--- config.mk ---
export PLATFORM = sky130hd
export DESIGN_NAME = frame_pwrdn_ctrl
export DESIGN_NICKNAME = d
export VERILOG_FILES = /design/src/rtl/pd_seq_pkg.sv /design/src/rtl/pd_sync.sv /design/src/rtl/pd_seq_datapath.sv /design/src/rtl/pd_seq_control.sv /design/src/rtl/frame_pwrdn_ctrl.sv
export SDC_FILE = /design/constraint.sdc
export NUM_CORES = 1
export LEC_CHECK = 0
export BUFFER_PORTS_ARGS = -buffer_cell sky130_fd_sc_hd__buf_2
export CORE_ASPECT_RATIO = 0.75
export CORE_MARGIN = 2
export CORE_UTILIZATION = 40
export DETAILED_ROUTE_END_ITERATION = 12
export GPL_TIMING_DRIVEN = 0
export SLEW_MARGIN = 40
export SYNTH_ARGS = -nofsm -noshare
export SYNTH_HDL_FRONTEND = slang
export SYNTH_SLANG_ARGS = --single-unit
--- constraint.sdc ---
create_clock -name clk -period 2.4 [get_ports clk]
set_input_delay 0.36 -clock clk [delete_from_list [all_inputs] [get_ports clk]]
set_output_delay 0.36 -clock clk [all_outputs]
set_load 0.1 [all_outputs]
--- src/rtl/pd_seq_pkg.sv ---
package pd_seq_pkg;

  typedef enum logic [2:0] {
    PD_RUN   = 3'd0,
    PD_PEND  = 3'd1,
    PD_DELAY = 3'd2,
    PD_DOWN  = 3'd3,
    PD_WAIT  = 3'd4
  } pdState_e;

  // strobes from the sequencer to the datapath
  typedef struct packed {
    logic delayLoad;
    logic delayStep;
  } ctrlStrobe_t;

  // status from the datapath back to the sequencer
  typedef struct packed {
    logic reqSeen;
    logic frameRise;
    logic delayDone;
  } dpStatus_t;

endpackage

--- src/rtl/pd_sync.sv ---
module pd_sync #(
  parameter int STAGES = 2
) (
  input  logic clk,
  input  logic rstN,
  input  logic din,
  output logic dout
);
  logic [STAGES-1:0] chain;

  always_ff @(posedge clk or negedge rstN) begin
    if (!rstN) chain <= '0;
    else       chain <= {chain[STAGES-2:0], din};
  end

  assign dout = chain[STAGES-1];
endmodule

--- src/rtl/pd_seq_datapath.sv ---
module pd_seq_datapath
  import pd_seq_pkg::*;
#(
  parameter int CNT_W        = 8,
  parameter int DELAY_CYCLES = 80,
  parameter int SYNC_STAGES  = 2
) (
  input  logic             clk,
  input  logic             rstN,
  input  logic             sleepReq,
  input  logic             frameClk,
  input  logic [CNT_W-1:0] frameCount,
  input  ctrlStrobe_t      strobe,
  output dpStatus_t        status
);
  localparam int DLY_W = $clog2(DELAY_CYCLES + 1);
  localparam logic [DLY_W-1:0] DLY_LOAD = DLY_W'(DELAY_CYCLES - 1);

  logic             lrSync, reqSync, lrPrev;
  logic             frameRise, lastFrame, sampleTick;
  logic [CNT_W-1:0] effN, frmCnt;
  logic             reqLatched;
  logic [DLY_W-1:0] delayCnt;

  pd_sync #(.STAGES(SYNC_STAGES)) i_syncFrame (
    .clk(clk), .rstN(rstN), .din(frameClk), .dout(lrSync)
  );
  pd_sync #(.STAGES(SYNC_STAGES)) i_syncReq (
    .clk(clk), .rstN(rstN), .din(sleepReq), .dout(reqSync)
  );

  // rising edge of the synchronised frame clock
  always_ff @(posedge clk or negedge rstN) begin
    if (!rstN) lrPrev <= 1'b0;
    else       lrPrev <= lrSync;
  end
  assign frameRise = lrSync & ~lrPrev;

  // sampling interval, zero folded to one
  assign effN       = (frameCount == '0) ? CNT_W'(1) : frameCount;
  assign lastFrame  = (frmCnt >= effN - CNT_W'(1));
  assign sampleTick = frameRise & lastFrame;

  always_ff @(posedge clk or negedge rstN) begin
    if (!rstN) begin
      frmCnt     <= '0;
      reqLatched <= 1'b0;
    end else begin
      if (frameRise) frmCnt <= lastFrame ? '0 : frmCnt + CNT_W'(1);
      if (sampleTick) reqLatched <= reqSync;
    end
  end

  // entry delay counter
  always_ff @(posedge clk or negedge rstN) begin
    if (!rstN)                                delayCnt <= '0;
    else if (strobe.delayLoad)                delayCnt <= DLY_LOAD;
    else if (strobe.delayStep && delayCnt != '0) delayCnt <= delayCnt - DLY_W'(1);
  end

  assign status.reqSeen   = reqLatched;
  assign status.frameRise = frameRise;
  assign status.delayDone = (delayCnt == '0);
endmodule

--- src/rtl/pd_seq_control.sv ---
module pd_seq_control
  import pd_seq_pkg::*;
(
  input  logic        clk,
  input  logic        rstN,
  input  logic        rampBusy,
  input  dpStatus_t   status,
  output ctrlStrobe_t strobe,
  output pdState_e    state,
  output logic        coreClkEn,
  output logic        resumeStrobe
);
  pdState_e nextState;
  logic     nextOff;

  always_comb begin
    nextState = state;
    strobe    = '0;
    unique case (state)
      PD_RUN: begin
        if (status.reqSeen) begin
          if (rampBusy) nextState = PD_PEND;
          else begin
            nextState        = PD_DELAY;
            strobe.delayLoad = 1'b1;
          end
        end
      end
      PD_PEND: begin
        if (!status.reqSeen) nextState = PD_RUN;
        else if (!rampBusy) begin
          nextState        = PD_DELAY;
          strobe.delayLoad = 1'b1;
        end
      end
      PD_DELAY: begin
        strobe.delayStep = 1'b1;
        if (!status.reqSeen)       nextState = PD_RUN;
        else if (status.delayDone) nextState = PD_DOWN;
      end
      PD_DOWN: begin
        if (!status.reqSeen) nextState = PD_WAIT;
      end
      PD_WAIT: begin
        if (status.frameRise) nextState = PD_RUN;
      end
      default: nextState = PD_RUN;
    endcase
  end

  assign nextOff = (nextState == PD_DOWN) || (nextState == PD_WAIT);

  always_ff @(posedge clk or negedge rstN) begin
    if (!rstN) begin
      state        <= PD_RUN;
      coreClkEn    <= 1'b1;
      resumeStrobe <= 1'b0;
    end else begin
      state        <= nextState;
      coreClkEn    <= ~nextOff;
      resumeStrobe <= (state == PD_WAIT) && (nextState == PD_RUN);
    end
  end
endmodule

--- src/rtl/frame_pwrdn_ctrl.sv ---
module frame_pwrdn_ctrl
  import pd_seq_pkg::*;
#(
  parameter int CNT_W        = 8,
  parameter int DELAY_CYCLES = 80,
  parameter int SYNC_STAGES  = 2
) (
  input  logic             clk,
  input  logic             rstN,
  input  logic             sleepReq,
  input  logic             frameClk,
  input  logic [CNT_W-1:0] frameCount,
  input  logic             rampBusy,
  output logic             coreClkEn,
  output logic             resumeStrobe,
  output logic [2:0]       pdState
);
  ctrlStrobe_t strobe;
  dpStatus_t   status;
  pdState_e    state;

  pd_seq_datapath #(
    .CNT_W(CNT_W), .DELAY_CYCLES(DELAY_CYCLES), .SYNC_STAGES(SYNC_STAGES)
  ) i_datapath (
    .clk(clk), .rstN(rstN), .sleepReq(sleepReq), .frameClk(frameClk),
    .frameCount(frameCount), .strobe(strobe), .status(status)
  );

  pd_seq_control i_control (
    .clk(clk), .rstN(rstN), .rampBusy(rampBusy), .status(status),
    .strobe(strobe), .state(state), .coreClkEn(coreClkEn),
    .resumeStrobe(resumeStrobe)
  );

  assign pdState = state;
endmodule

Yosys cells after proc, flatten, opt, wreduce, memory -nomap -nowiden

Cells that the tools add are included.

Register bits after elaboration: 26
Latch bits: 0
Bits in writable memories: 0
ROM bits: 0
Input bits: 13
Output and inout bits: 5
Logic and storage cells: 50
Memories: 0

Add/subtract/negate cells: 3
Multiply operators: 0
Divide/modulo/power cells: 0
Magnitude comparators: 1
Equality and inequality tests: 6
Shift-type cells: 0
Multiplexer cells: 17
Bitwise logic cells: 4
Reduce and logical (&&, ||, !) cells: 10

Operator list:

| operator            | count |
|---|---|
| $mux 3              | 7 |
| $mux 8              | 2 |
| $pmux 3 s5          | 1 |
| $mux 7              | 2 |
| $eq 3x2->1 const B  | 3 |
| $add 8x1->8 const B | 1 |
| $ge 8x8->1          | 1 |
| $logic_not 8->1     | 1 |
| $sub 8x1->8 const B | 1 |
| $logic_not 7->1     | 1 |
| $reduce_bool 7->1   | 1 |
| $sub 7x1->7 const B | 1 |
| $eq 3x3->1 const B  | 2 |
| $logic_not 3->1     | 2 |
| $mux 1              | 4 |
| $eq 3x1->1 const B  | 1 |
| $and 1x1->1         | 2 |
| $logic_and 1x1->1   | 2 |
| $mux 2              | 1 |
| $not 1->1           | 2 |
| $reduce_bool 2->1   | 1 |
| $reduce_or 2->1     | 1 |
| $logic_or 1x1->1    | 1 |

Depth between registers and ports, before layout

Depth after elaboration: 7
Mapped depth: 13
Mapped depth without buffers: 13

By module

From an unflattened synthesis, not the netlist that was laid out.

Cells, all modules: 142
Area, all modules: 1482.7 µm²

By module, submodules not included:

| module          | times used | cells each | area each (µm²) | seq. area each (µm²) |
|---|---|---|---|---|
| pd_seq_datapath | 1          | 117        | 1147.4          | 425.4 |
| pd_seq_control  | 1          | 21         | 235.2           | 126.4 |
| pd_sync         | 2          | 2          | 50.0            | 50.0 |

Worst setup path after synthesis

No wires, ideal clock.

Kind: input-to-reg
Start point: in frameCount[3]
End point: reg i_datapath.reqLatched
Library setup time: 0.125 ns
Arrival: 2.948 ns
Required time: 2.275 ns
Path slack: -0.673 ns
Cell stages on the path: 12
Path buffers: 0
Path through: or4_1 > nor3_1 > a21oi_1 > ha_1 > inv_1 > nor2_1 > xnor2_1 > ha_1 > nand2_1 > o41ai_4 > and2_4 > mux2_4

Cells in the longest elaborated chain, start to end: 5

Ends and longest elaborated chain:

| what                 | RTL line               | text |
|---|---|---|
| from (decl)          | frame_pwrdn_ctrl.sv:12 | `input logic [CNT_W-1:0] frameCount,` |
| $logic_not 8->1      | pd_seq_datapath.sv:40  | `assign effN = (frameCount == '0) ? CNT_W'(1) : frameCount;` |
| $mux 8 *             | pd_seq_datapath.sv:40  |  |
| $sub 8x1->8 *        | pd_seq_datapath.sv:41  | `assign lastFrame = (frmCnt >= effN - CNT_W'(1));` |
| $ge 8x8->1 *         | pd_seq_datapath.sv:41  |  |
| $and 1x1->1 *        | pd_seq_datapath.sv:42  | `assign sampleTick = frameRise & lastFrame;` |
| to (signal assigned) | pd_seq_datapath.sv:50  | `if (sampleTick) reqLatched <= reqSync;` |
| to (decl)            | pd_seq_datapath.sv:22  | `logic reqLatched;` |

Every way passes the cells marked *; elsewhere a longest branch is shown, timed or not.
A chain may end at the register's enable or synchronous reset.

Final worst setup path

Start point: in frameCount[4]
End point: reg i_datapath.reqLatched

The elaborated chain is that of the path after synthesis.

==> impl_metrics.toml <==
[yosys]
synthCells = 140
syn_nets = 164
postSynthAreaPerCell_sq_um = 10.47
ys_types = 41
synthFlopType = "dfrtp_1"
synth_edf_count = 0
synthArstFlopShare_pct = 100.0
synth_seq_cells = 26
syn_area_sq_um = 1466
yosys_warnings = 0
ys_seq_area_share_pct = 44.45

[finish]
drive_gt1_share_pct = 34.32
final_cell_area_sq_um = 1841
antenna_cells = 0
multi_input_area_sq_um = 887.1
area_growth_pct = 25.51
nets = 194
utilization_pct = 51.27
fill_cells = 327
final-seq-area_sq_um = 651.9

[sta]
slew_headroom_pct = 62.43
finalHoldViolCount = 0
finalMaxSlewViolations = 0
fin_worst_skew_ns = 0.005743
worst-slew-pin-transition_ns = 0.5635
timing.setup.tns_ns = -2.090
rsz0062_at_grt = "yes"
finalHoldWorstSlack_ns = 0.07382
setup_violations = 9
setup_slack_ns = -0.2875
final.period_utilization_pct = 112.0
period_needed_ns = 2.687
fmax_ghz = 0.3721

[clock_tree]
h-tree-depth = 1
cts_root_buffer = "clkbuf_8"
tritoncts = "built"
clk_pin_slew_ns = 0.09
clock_sinks = 26
numCtsBuffers = 3
hold_buffers = 0
clock_latency_ns = 0.26
clk_path_buf_depth = 2

[drt]
avgViaCountPerCell = 5.086
drt_iter0_drc = 43
drcViolationCount = 0
routed_wirelength_microns = 2898
ant_nets = 0
firstDrtPassIters = 4
vias = 1124
routedWlPerCell_microns = 13.11

[placement]
portBuffers = 17
placed_area_sq_um = 1630
place.gp.congestion = 0.7492
hpwl_microns = 2083

[worst_setup_path]
path_class = "primary input to register"
endpoint_kind = "register"
start_kind = "primary input"
critical_path_arrival_ns = 2.84
cp_data_required_time_ns = 2.55
worstPathMaxFanout = 3

[global_routing]
grt_max_degree = 27
track_usage_pct = 14.63
grt_overflow = 0
grt_pass1_wl_microns = 4747
first_global_vias = 1067
antenna_found_initial = 0

[outcome]
violations = "setup timing"
outcome = "finished with violations"

[floorplan]
ios = 18
coreArea_sq_um = 3590
rows = 19
die-area_sq_um = 4171
die_x_microns = 73.92
fp.dieH_microns = 56.44
initial_core_util_pct = 40.85

[hold_path]
hp-class = "primary input to async pin"

[power_and_ir_drop]
p_leak_uw = 0.0007999
total_power_uw = 1845
powerDensity_nw_per_um2 = 1002
vdd_drop_max_mv = 0.4853

[job]
cap_violations = 0
## where the power goes
part           leakage (uW)  total [uW]  internal, uW  switching (uW)
sequential         0.000313         708           559             149
clock             0.0000228         245           119             126
combinational      0.000464         892           356             536
total              0.000800        1840          1030             812
## through the flow
stage / instances / worst slack, ns
detailed placement: 209 / -0.9098
global placement: 209 / -0.8392
floorplan: 140 / -0.5099
CTS: 218 / -0.3646
finish: 221 / -0.2875
global route: 221 / -0.3407
## synth_stat cells, drive strengths merged, types with 2 or more instances
library cell	n	area [sq um]
dfrtp	25	625.6
nor2	16	60.06
ha	11	137.6
nand2	10	37.54
inv	7	26.28
nand3	7	40.04
a21oi	6	30.03
nand2b	6	45.04
xor2	6	52.55
o21ai	5	25.02
nor3	4	20.02
xnor2	4	35.03
a31oi	3	33.78
o21a	3	22.52
a211oi	2	15.01
a21o	2	15.01
and3	2	12.51
o41ai	2	36.29
## logic make-up (layout without fill, tap and decap cells)
group           count (synthesis)  after routing  share of synthesized area (%)
compound gates                 27             27                          15.70
xor+xnor                       10             10                          5.972
fa+ha+maj                      11             11                          9.386
buf+inv                         7             36                          1.792
flops                          26             26                          44.45
mux                             2              2                          1.706
simple gates                   57             57                          20.99
## critical path, stage by stage
cell and delay, ns:
buf_6 0.09, or4_4 0.55, nor3_4 0.17, a21oi_2 0.11, ha_4 0.19, inv_2 0.05, nor2_2 0.03, xnor2_1 0.11
ha_1 0.28, nand2_2 0.07, o41ai_4 0.31, and2_4 0.22, mux2_4 0.29
## placed cells by master, fill, tap and decap left out, types with 2 or more instances in the layout
| cell type | n |
|---|---|
| dfrtp_1 | 25 |
| buf_2 | 15 |
| nor2_1 | 10 |
| ha_1 | 8 |
| nand2_1 | 7 |
| nor2_2 | 6 |
| inv_1 | 6 |
| nand3_1 | 6 |
| xor2_1 | 6 |
| buf_4 | 6 |
| nand2b_1 | 5 |
| a21oi_1 | 4 |
| buf_6 | 4 |
| xnor2_1 | 3 |
| o21ai_0 | 3 |
| nand2_2 | 3 |
| o21a_1 | 3 |
| clkbuf_8 | 3 |
| nor3_4 | 2 |
| a21oi_2 | 2 |
| and3_1 | 2 |
| nor3_1 | 2 |
| a211oi_1 | 2 |
| a31oi_1 | 2 |
| a21o_1 | 2 |
| o21ai_2 | 2 |
| ha_4 | 2 |
## state kept, by name (all words and copies together), names as in the netlist
name,cells
i_datapath.frmCnt,8
i_datapath.delayCnt,7
i_control.state,3
i_datapath.i_syncFrame.chain,2
i_datapath.i_syncReq.chain,2
i_control.coreClkEn,1
i_control.resumeStrobe,1
i_datapath.lrPrev,1
i_datapath.reqLatched,1
## path summary, 6_finish.rpt
path / depth (start not counted) / end / slack [ns] / startpoint
hold / removal: 1 / i_datapath.delayCnt[4] / 0.07 / rstN
setup reg to reg: 9 / i_datapath.frmCnt[4] / 0.31 / i_datapath.frmCnt[0]
max in group asynchronous: 1 / i_datapath.frmCnt[5] / 1.95 / rstN
hold reg to reg: 0 / i_datapath.i_syncReq.chain[1] / 0.35 / i_datapath.i_syncReq.chain[0]
setup / recovery: 13 / i_datapath.reqLatched / -0.29 / frameCount[4]
min in group clk: 1 / i_datapath.i_syncFrame.chain[0] / 0.20 / frameClk
## final cells by class
type	count	share of cell area, %
Timing Repair Buffer	25	8.973
Inverter	7	1.428
Sequential cell	26	35.42
Clock buffer	4	2.447
Tap cell	52	3.535
Multi-Input combinational cell	107	48.20
## per-layer routing
| layer | part of all wire [%] | track usage [%] | routed length [microns] | vias up |
|---|---|---|---|---|
| met5 | 0 | 0 | 0 | - |
| met4 | 1.9 | 1.558 | 55 | 0 |
| met2 | 46 | 21.43 | 1321 | 16 |
| met3 | 3.2 | 4.309 | 93 | 6 |
| li1 | - | - | - | 558 |
| met1 | 49 | 22.08 | 1429 | 544 |
## timing repair
action | CTS | global route
setup buffers | 5 | 3
hold endpoints to repair | 0 | 0
gates resized for setup | 14 | 13
pin swaps | 11 | 5
endpoints found under the setup margin | 9 | 9
(Power assumes the default switching activity.)
